**src/rtl/atm_pack_pkg.sv**
```systemverilog
package atm_pack_pkg;
  localparam int CELL_BYTES = 52;
  localparam int CW_BYTES   = 4;
  localparam int IDX_W      = $clog2(CELL_BYTES);
  localparam int PTI_BYTE   = 3;
  localparam int PTI_MSB    = 3;

  typedef enum logic [2:0] {ST_FILL, ST_CW, ST_PEND, ST_DRAIN, ST_LASTP} packState_t;
  typedef enum logic [1:0] {SRC_ZERO, SRC_BUF, SRC_PEND} outSrc_t;

  typedef struct packed {
    logic             bufWr;
    logic [IDX_W-1:0] wrIdx;
    logic [IDX_W-1:0] rdIdx;
    outSrc_t          src;
    logic             pendLoad;
  } packStrobe_t;
endpackage

```
**src/rtl/atm_pack_dp.sv**
```systemverilog
module atm_pack_dp
  import atm_pack_pkg::*;
(
  input  logic        clk,
  input  logic        rstN,
  input  packStrobe_t stb,
  input  logic [7:0]  inData,
  output logic [7:0]  outData,
  output logic        oamBit
);
  logic [7:0] cellBuf [CELL_BYTES];
  logic [7:0] pendByte;

  always_ff @(posedge clk) begin
    if (stb.bufWr) cellBuf[stb.wrIdx] <= inData;
  end

  always_ff @(posedge clk) begin
    if (!rstN)             pendByte <= '0;
    else if (stb.pendLoad) pendByte <= cellBuf[CELL_BYTES-1];
  end

  assign oamBit = cellBuf[PTI_BYTE][PTI_MSB];

  always_comb begin
    unique case (stb.src)
      SRC_BUF:  outData = cellBuf[stb.rdIdx];
      SRC_PEND: outData = pendByte;
      default:  outData = '0;
    endcase
  end
endmodule

```
**src/rtl/atm_pack_ctrl.sv**
```systemverilog
module atm_pack_ctrl
  import atm_pack_pkg::*;
#(
  parameter int MAX_CELLS = 8,
  parameter int GAP_W     = 8,
  parameter bit CW_EN     = 1'b1,
  parameter int CNT_W     = $clog2(MAX_CELLS + 1),
  parameter int LEN_W     = $clog2(MAX_CELLS * CELL_BYTES + CW_BYTES + 1)
) (
  input  logic             clk,
  input  logic             rstN,
  input  logic             inValid,
  input  logic             inSof,
  output logic             inReady,
  output logic             outValid,
  input  logic             outReady,
  output logic             outLast,
  input  logic             flush,
  input  logic [CNT_W-1:0] cellLimit,
  input  logic [GAP_W-1:0] gapCycles,
  input  logic             oamEn,
  input  logic             oamBit,
  output packStrobe_t      stb,
  output logic             framingErr,
  output logic             rptValid,
  output logic [CNT_W-1:0] rptCells,
  output logic [LEN_W-1:0] rptBytes
);
  localparam logic [IDX_W-1:0] LAST_IDX = IDX_W'(CELL_BYTES - 1);

  packState_t       state;
  logic [IDX_W-1:0] wrIdx, rdIdx;
  logic [1:0]       cwCnt;
  logic [CNT_W-1:0] cellCnt, cellNext, effLimit;
  logic [GAP_W-1:0] gapCnt;
  logic             pendValid, flushReq;
  logic             timeout, closeNow, accept, misalign, cellDone, dropCell, hitLimit, xfer;

  function automatic logic [LEN_W-1:0] frameLen(input logic [CNT_W-1:0] n);
    return LEN_W'(n) * LEN_W'(CELL_BYTES) + LEN_W'(CW_EN ? CW_BYTES : 0);
  endfunction

  assign effLimit = (cellLimit == '0) ? CNT_W'(1) :
                    (cellLimit > CNT_W'(MAX_CELLS)) ? CNT_W'(MAX_CELLS) : cellLimit;
  assign cellNext = cellCnt + CNT_W'(1);
  assign hitLimit = cellNext >= effLimit;
  assign timeout  = (gapCycles != '0) && (gapCnt >= gapCycles);
  assign closeNow = (state == ST_FILL) && pendValid && (wrIdx == '0) && (flushReq || flush || timeout);
  assign inReady  = (state == ST_FILL) && !closeNow;
  assign accept   = inValid && inReady;
  assign misalign = accept && inSof && (wrIdx != '0);
  assign cellDone = accept && !misalign && (wrIdx == LAST_IDX);
  assign dropCell = oamBit && !oamEn;

  always_comb begin
    unique case (state)
      ST_CW, ST_PEND, ST_LASTP: outValid = 1'b1;
      ST_DRAIN: outValid = (rdIdx != LAST_IDX) || hitLimit;
      default:  outValid = 1'b0;
    endcase
  end
  assign outLast = (state == ST_LASTP) || ((state == ST_DRAIN) && (rdIdx == LAST_IDX) && hitLimit);
  assign xfer    = outValid && outReady;

  always_comb begin
    stb          = '0;
    stb.bufWr    = accept;
    stb.wrIdx    = misalign ? '0 : wrIdx;
    stb.rdIdx    = rdIdx;
    stb.pendLoad = (state == ST_DRAIN) && (rdIdx == LAST_IDX) && !hitLimit;
    unique case (state)
      ST_CW:             stb.src = SRC_ZERO;
      ST_PEND, ST_LASTP: stb.src = SRC_PEND;
      default:           stb.src = SRC_BUF;
    endcase
  end

  always_ff @(posedge clk) begin
    if (!rstN) begin
      state <= ST_FILL; wrIdx <= '0; rdIdx <= '0; cwCnt <= '0;
      cellCnt <= '0; pendValid <= 1'b0; rptValid <= 1'b0;
      rptCells <= '0; rptBytes <= '0; framingErr <= 1'b0;
    end else begin
      rptValid   <= 1'b0;
      framingErr <= misalign;
      unique case (state)
        ST_FILL: begin
          if (accept) begin
            if (misalign) wrIdx <= IDX_W'(1);
            else if (cellDone) begin
              wrIdx <= '0; rdIdx <= '0; cwCnt <= '0;
              if (!dropCell) state <= pendValid ? ST_PEND : (CW_EN ? ST_CW : ST_DRAIN);
            end else wrIdx <= wrIdx + IDX_W'(1);
          end else if (closeNow) state <= ST_LASTP;
        end
        ST_CW: if (xfer) begin
          cwCnt <= cwCnt + 2'd1;
          if (cwCnt == 2'd3) state <= ST_DRAIN;
        end
        ST_PEND: if (xfer) begin
          pendValid <= 1'b0; state <= ST_DRAIN;
        end
        ST_DRAIN: begin
          if (rdIdx != LAST_IDX) begin
            if (xfer) rdIdx <= rdIdx + IDX_W'(1);
          end else if (hitLimit) begin
            if (xfer) begin
              rptValid <= 1'b1; rptCells <= cellNext; rptBytes <= frameLen(cellNext);
              cellCnt <= '0; state <= ST_FILL;
            end
          end else begin
            pendValid <= 1'b1; cellCnt <= cellNext; state <= ST_FILL;
          end
        end
        ST_LASTP: if (xfer) begin
          rptValid <= 1'b1; rptCells <= cellCnt; rptBytes <= frameLen(cellCnt);
          cellCnt <= '0; pendValid <= 1'b0; state <= ST_FILL;
        end
        default: state <= ST_FILL;
      endcase
    end
  end

  always_ff @(posedge clk) begin
    if (!rstN) begin
      gapCnt <= '0; flushReq <= 1'b0;
    end else begin
      if ((state == ST_FILL) && pendValid && (wrIdx == '0) && !accept) begin
        if (gapCnt != {GAP_W{1'b1}}) gapCnt <= gapCnt + GAP_W'(1);
      end else gapCnt <= '0;
      if ((state == ST_FILL) && (wrIdx == '0)) flushReq <= 1'b0;
      else if (flush) flushReq <= 1'b1;
    end
  end

  // intake stalls while output is driven
  a_r9_no_overlap: assert property (@(posedge clk) disable iff (!rstN) !(inReady && outValid));
  // reported frames are never empty
  a_r5_nonempty: assert property (@(posedge clk) disable iff (!rstN) rptValid |-> rptCells != '0);
  // reported count never exceeds the cap
  a_r2_cap: assert property (@(posedge clk) disable iff (!rstN) rptValid |-> rptCells <= CNT_W'(MAX_CELLS));
  // report follows a last-byte handshake
  a_r8_after_last: assert property (@(posedge clk) disable iff (!rstN) rptValid |-> $past(outValid && outReady && outLast));
  // framing error only after a marked input byte
  a_r10_cause: assert property (@(posedge clk) disable iff (!rstN) framingErr |-> $past(inValid && inSof));
endmodule

```
**src/rtl/atm_cell_packer.sv**
```systemverilog
module atm_cell_packer
  import atm_pack_pkg::*;
#(
  parameter int MAX_CELLS = 8,
  parameter int GAP_W     = 8,
  parameter bit CW_EN     = 1'b1,
  parameter int CNT_W     = $clog2(MAX_CELLS + 1),
  parameter int LEN_W     = $clog2(MAX_CELLS * CELL_BYTES + CW_BYTES + 1)
) (
  input  logic             clk,
  input  logic             rstN,
  input  logic             inValid,
  output logic             inReady,
  input  logic             inSof,
  input  logic [7:0]       inData,
  output logic             outValid,
  input  logic             outReady,
  output logic [7:0]       outData,
  output logic             outLast,
  input  logic [CNT_W-1:0] cellLimit,
  input  logic [GAP_W-1:0] gapCycles,
  input  logic             oamEn,
  input  logic             flush,
  output logic             framingErr,
  output logic             rptValid,
  output logic [CNT_W-1:0] rptCells,
  output logic [LEN_W-1:0] rptBytes
);
  packStrobe_t stb;
  logic        oamBit;

  atm_pack_ctrl #(
    .MAX_CELLS(MAX_CELLS), .GAP_W(GAP_W), .CW_EN(CW_EN), .CNT_W(CNT_W), .LEN_W(LEN_W)
  ) u_ctrl (
    .clk(clk), .rstN(rstN), .inValid(inValid), .inSof(inSof), .inReady(inReady),
    .outValid(outValid), .outReady(outReady), .outLast(outLast), .flush(flush),
    .cellLimit(cellLimit), .gapCycles(gapCycles), .oamEn(oamEn), .oamBit(oamBit),
    .stb(stb), .framingErr(framingErr), .rptValid(rptValid),
    .rptCells(rptCells), .rptBytes(rptBytes)
  );

  atm_pack_dp u_dp (
    .clk(clk), .rstN(rstN), .stb(stb), .inData(inData), .outData(outData), .oamBit(oamBit)
  );

  // a stalled output byte holds its value and marker
  a_r9_hold: assert property (@(posedge clk) disable iff (!rstN)
    (outValid && !outReady) |=> (outValid && $stable(outData) && $stable(outLast)));
endmodule

```
**config.mk**
```make
export PLATFORM = sky130hd
export DESIGN_NAME = atm_cell_packer
export DESIGN_NICKNAME = d
export VERILOG_FILES = /design/src/rtl/atm_pack_pkg.sv /design/src/rtl/atm_pack_dp.sv /design/src/rtl/atm_pack_ctrl.sv /design/src/rtl/atm_cell_packer.sv
export SDC_FILE = /design/constraint.sdc
export NUM_CORES = 1
export LEC_CHECK = 0
export ABC_AREA = 1
export BUFFER_PORTS_ARGS = -buffer_cell sky130_fd_sc_hd__buf_4
export CAP_MARGIN = 25
export CORE_ASPECT_RATIO = 0.7
export CORE_MARGIN = 2
export CORE_UTILIZATION = 25
export DETAILED_ROUTE_END_ITERATION = 10
export HOLD_SLACK_MARGIN = 0.15
export PLACE_DENSITY_LB_ADDON = 0.3
export SLEW_MARGIN = 30
export SYNTH_ARGS = -nofsm -noshare
export SYNTH_HDL_FRONTEND = slang
export SYNTH_SLANG_ARGS = --single-unit
```
**constraint.sdc**
```tcl
create_clock -name clk -period 4.13 [get_ports clk]
set_clock_uncertainty 0.15 [all_clocks]
set_input_delay 0.413 -clock clk [delete_from_list [all_inputs] [get_ports clk]]
set_output_delay 0.413 -clock clk [all_outputs]
set_load 0.005 [all_outputs]
```
==> flow_metrics.py <==
metrics = {
    "status": {
        "status": "completed",
    },
    "route": {
        "via_per_inst": 4.754,
        "drtIter0Drc": 1664,
        "wl_um": 57910,
        "vias": 14070,
        "wire_per_inst_um": 19.56,
        "ant_nets": 0,
        "drt_first_pass_iters": 6,
        "drc": 0,
    },
    "clock_tree": {
        "postCtsSetupBuffers": 0,
        "clock_sinks": 474,
        "clock_latency_ps": 600,
        "cts_tree": "built",
        "clockBufferDepth": 3,
        "clk_pin_slew_ps": 70,
        "numCtsBuffers": 46,
        "clockRootBuffer": "clkbuf_16",
        "htreeDepth": 2,
    },
    "logic_synthesis": {
        "synth_top_cells_by_area": "edfxtp_1 61%, o21ai_0 6.8%, nor2_1 6.2%",
        "synthCells": 1785,
        "synth_area_leader_cell": "edfxtp_1",
        "yosysTopAreaCellShare_pct": 61.32,
        "yosysUniqueCellTypes": 52,
        "synth_edf_count": 416,
        "syn-cell-area_um2": 20370,
        "synth-async-reset-ratio_pct": 0,
        "dominantRegCellSynth": "edfxtp_1",
        "yosysSeqAreaShare_pct": 67.02,
        "ys_ff_latch": 474,
        "synth_warnings": 0,
        "synth.avg_cell_area_um2": 11.41,
    },
    "hold_path": {
        "hp-class": "in2reg",
        "min_to": "u_dp.cellBuf[13][5]$_DFFE_PP_",
        "hp-start": "inData[5]",
        "holdPathStages": 1,
    },
    "sta": {
        "tns_ps": 0,
        "rsz0062_at_grt": "no",
        "worst_slew_pin_slew_ps": 1001,
        "fin_crit_ps": 3960,
        "relSlewSlack_pct": 32.87,
        "finalCritPeriodShare_pct": 95.89,
        "clock.fmax_ghz": 0.2525,
        "finalSetupViolCount": 0,
        "slew_viol_final": 0,
        "hold_viol": 0,
    },
    "place": {
        "placed_cells": 2866,
        "port_buffers": 50,
        "dp_hpwl_um": 35830,
        "gp_congestion": 0.8616,
    },
    "critical_path": {
        "reg2reg_to": "u_dp.cellBuf[13][3]$_DFFE_PP_",
        "r2r_slack_ps": 860,
        "cp.arrival_ps": 3400,
        "crit_top_cell": "o21ai_0",
        "worst-path-buf-inv": 3,
        "critical_path_class": "reg2out",
        "critPathLaunchType": "flip-flop",
        "timing.rr.start": "u_ctrl.gapCnt[3]$_SDFFE_PN0P_",
        "slowest_delay_ps": 490,
        "critPathCaptureType": "primary output",
        "critical_path.cell_chain": "buf_4 -> o21ai_0 -> o22ai_1 -> o21ai_0 -> inv_1 -> o21ai_0 -> o211ai_1 -> o21ai_0 -> nand2_1 -> nand3_1 -> nand2_1 -> buf_4",
        "cp_top_family": "compound AO/OA/AOI/OAI gates",
        "required_ps": 3570,
        "cp_max_fo": 64,
        "cp_slowest_cell": "buf_4",
        "reg2regPathDepth": 18,
    },
    "layout": {
        "n_antenna_cell": 0,
        "finalNonFillerCells": 2960,
        "finish.utilization_pct": 29.33,
        "drive_above_1_share_pct": 12.53,
        "fin_nets": 1921,
        "area_growth_pct": 16.13,
    },
    "grt": {
        "grt_max_degree": 145,
        "antenna_found_initial": 0,
        "grt_pass1_wl_um": 87140,
        "overflow": 0,
        "grt_pass1_vias": 13800,
        "grt_util_all_layers_pct": 13.56,
    },
    "floorplanning": {
        "die_area_um2": 83820,
        "start_util_pct": 25.25,
        "die_h_um": 242.8,
        "ios": 53,
        "fp-row-count": 87,
        "fp.dieW_um": 345.2,
        "fp.coreArea_um2": 80660,
    },
    "power_and_ir_drop": {
        "p_leak_uw": 0.008033,
        "p_per_area_nw_per_um2": 500.5,
        "ir_drop_v": 0.0002871,
    },
    "job": {
        "maxCapViolations": 0,
    },
}
-- flip-flops by register name, indices dropped and copies added, names as in the netlist, named ones only --
register           cells
u_ctrl.pendValid       1
u_ctrl.rptValid        1
u_ctrl.state           3
u_ctrl.cwCnt           2
u_dp.pendByte          8
u_ctrl.gapCnt          8
u_ctrl.rptBytes        7
u_ctrl.flushReq        1
u_ctrl.rdIdx           6
u_ctrl.cellCnt         4
u_ctrl.framingErr      1
u_ctrl.wrIdx           6
u_dp.cellBuf         416
u_ctrl.rptCells        4
-- worst max path at each step --
| stage | startpoint | endpoint | slack (ps) | cells after the start |
|---|---|---|---|---|
| 3_5_place_dp | gapCycles[3] | u_dp.cellBuf[32][7]$_DFFE_PP_ | 700 | 19 |
| 3_3_place_gp | gapCycles[3] | u_dp.cellBuf[13][5]$_DFFE_PP_ | 670 | 20 |
| 5_1_grt | flip-flop | outData[7] | 50 | 12 |
| 6_report | flip-flop | outData[7] | 170 | 12 |
| 2_1_floorplan | gapCycles[3] | u_dp.cellBuf[8][0]$_DFFE_PP_ | 1040 | 18 |
| 4_1_cts | flip-flop | outData[4] | 160 | 11 |
-- power breakdown --
part / internal, uW / total [uW] / leakage, uW / switching (uW)
clock: 2130 / 4000 / 0.000688 / 1870
combinational: 736 / 2460 / 0.00313 / 1720
sequential: 5300 / 5380 / 0.00421 / 81.0
total: 8170 / 11800 / 0.00803 / 3670
-- cell type report --
class	count	area (um^2)
fill	8216	57000
inverter	83	319.1
sequential	474	13660
tap	1068	1336
timing repair buffer	119	985.9
clock buffer	55	1185
multi-input combinational	1130	5963
clock inverter	31	205.2
-- repair_timing --
item,4_1_cts,5_1_grt
hold endpoints to repair,31,0
hold buffers,7,0
gates resized for setup,0,1
setup endpoints to repair,0,1
-- synthesized netlist by cell type (6+ instances only) --
| cell | instances |
|---|---|
| a21oi_1 | 34 |
| a31oi_1 | 9 |
| buf_2 | 20 |
| clkbuf_1 | 67 |
| dfxtp_1 | 58 |
| edfxtp_1 | 416 |
| ha_1 | 38 |
| inv_1 | 75 |
| nand2_1 | 140 |
| nand2_2 | 9 |
| nand2_4 | 6 |
| nand3_1 | 49 |
| nand4_1 | 10 |
| nor2_1 | 339 |
| nor3_1 | 13 |
| nor3_2 | 8 |
| o211ai_1 | 21 |
| o21ai_0 | 277 |
| o221ai_1 | 21 |
| o22ai_1 | 89 |
| or2_2 | 10 |
| xnor2_1 | 11 |
| xor2_1 | 8 |
-- cells in the final DEF (no fill, tap or decap), types with 3 or more instances in the layout --
cell type	netlist	layout
xor2_1	8	8
nand2_2	9	9
inv_1	75	74
a21oi_1	34	34
a31oi_1	9	9
clkbuf_1	67	9
nand3_1	49	49
or2_2	10	10
dlygate4sd3_1	0	7
o211ai_1	21	21
buf_4	5	105
clkbuf_16	0	46
nor3_2	8	8
inv_2	4	4
o21ai_1	5	5
o22ai_1	89	89
nor2_2	4	4
clkinv_2	0	11
nor2_1	339	339
clkinv_1	4	14
o221ai_1	21	21
dfxtp_1	58	55
inv_6	0	5
nor2_4	3	3
nand2_4	6	6
nor3_1	13	13
nand2_1	140	140
o21ai_0	277	277
xnor2_1	11	11
ha_1	38	38
buf_12	1	6
nand4_1	10	10
edfxtp_1	416	416
-- cell families after synthesis --
kind of cell | Yosys count | synth area share, %
compound gates | 466 | 12.90
simple gates | 602 | 12.94
flops | 474 | 67.02
mux | 1 | 0.04914
xor+xnor | 19 | 0.8169
fa+ha+maj | 40 | 2.531
other cells | 1 | 0.01841
buf+inv | 182 | 3.722
-- per-stage QoR --
stage                     power (uW)  hold WS [ps]  area (um^2)  worst slack, ps
after detailed placement        7903         315.3        22190            700.5
after global placement          7894         305.9        22190            673.9
after floorplan                 6902         289.6        20370             1044
after global routing           12380         255.4        23660            52.90
after CTS                      11940         224.6        23650            161.8
final                          11840         242.6        23660            169.6
-- per-layer routing --
| metal | vias to the layer above | wire length, um | global-route usage [%] | share of wire (%) |
|---|---|---|---|---|
| met5 | - | 0 | 0 | 0 |
| met4 | 0 | 1068 | 3.522 | 1.8 |
| met3 | 76 | 4676 | 3.226 | 8.1 |
| met2 | 484 | 24450 | 19.75 | 42 |
| met1 | 6938 | 27710 | 20.00 | 48 |
| li1 | 6574 | - | - | - |
Note: power is estimated with default switching activity, not from simulation.
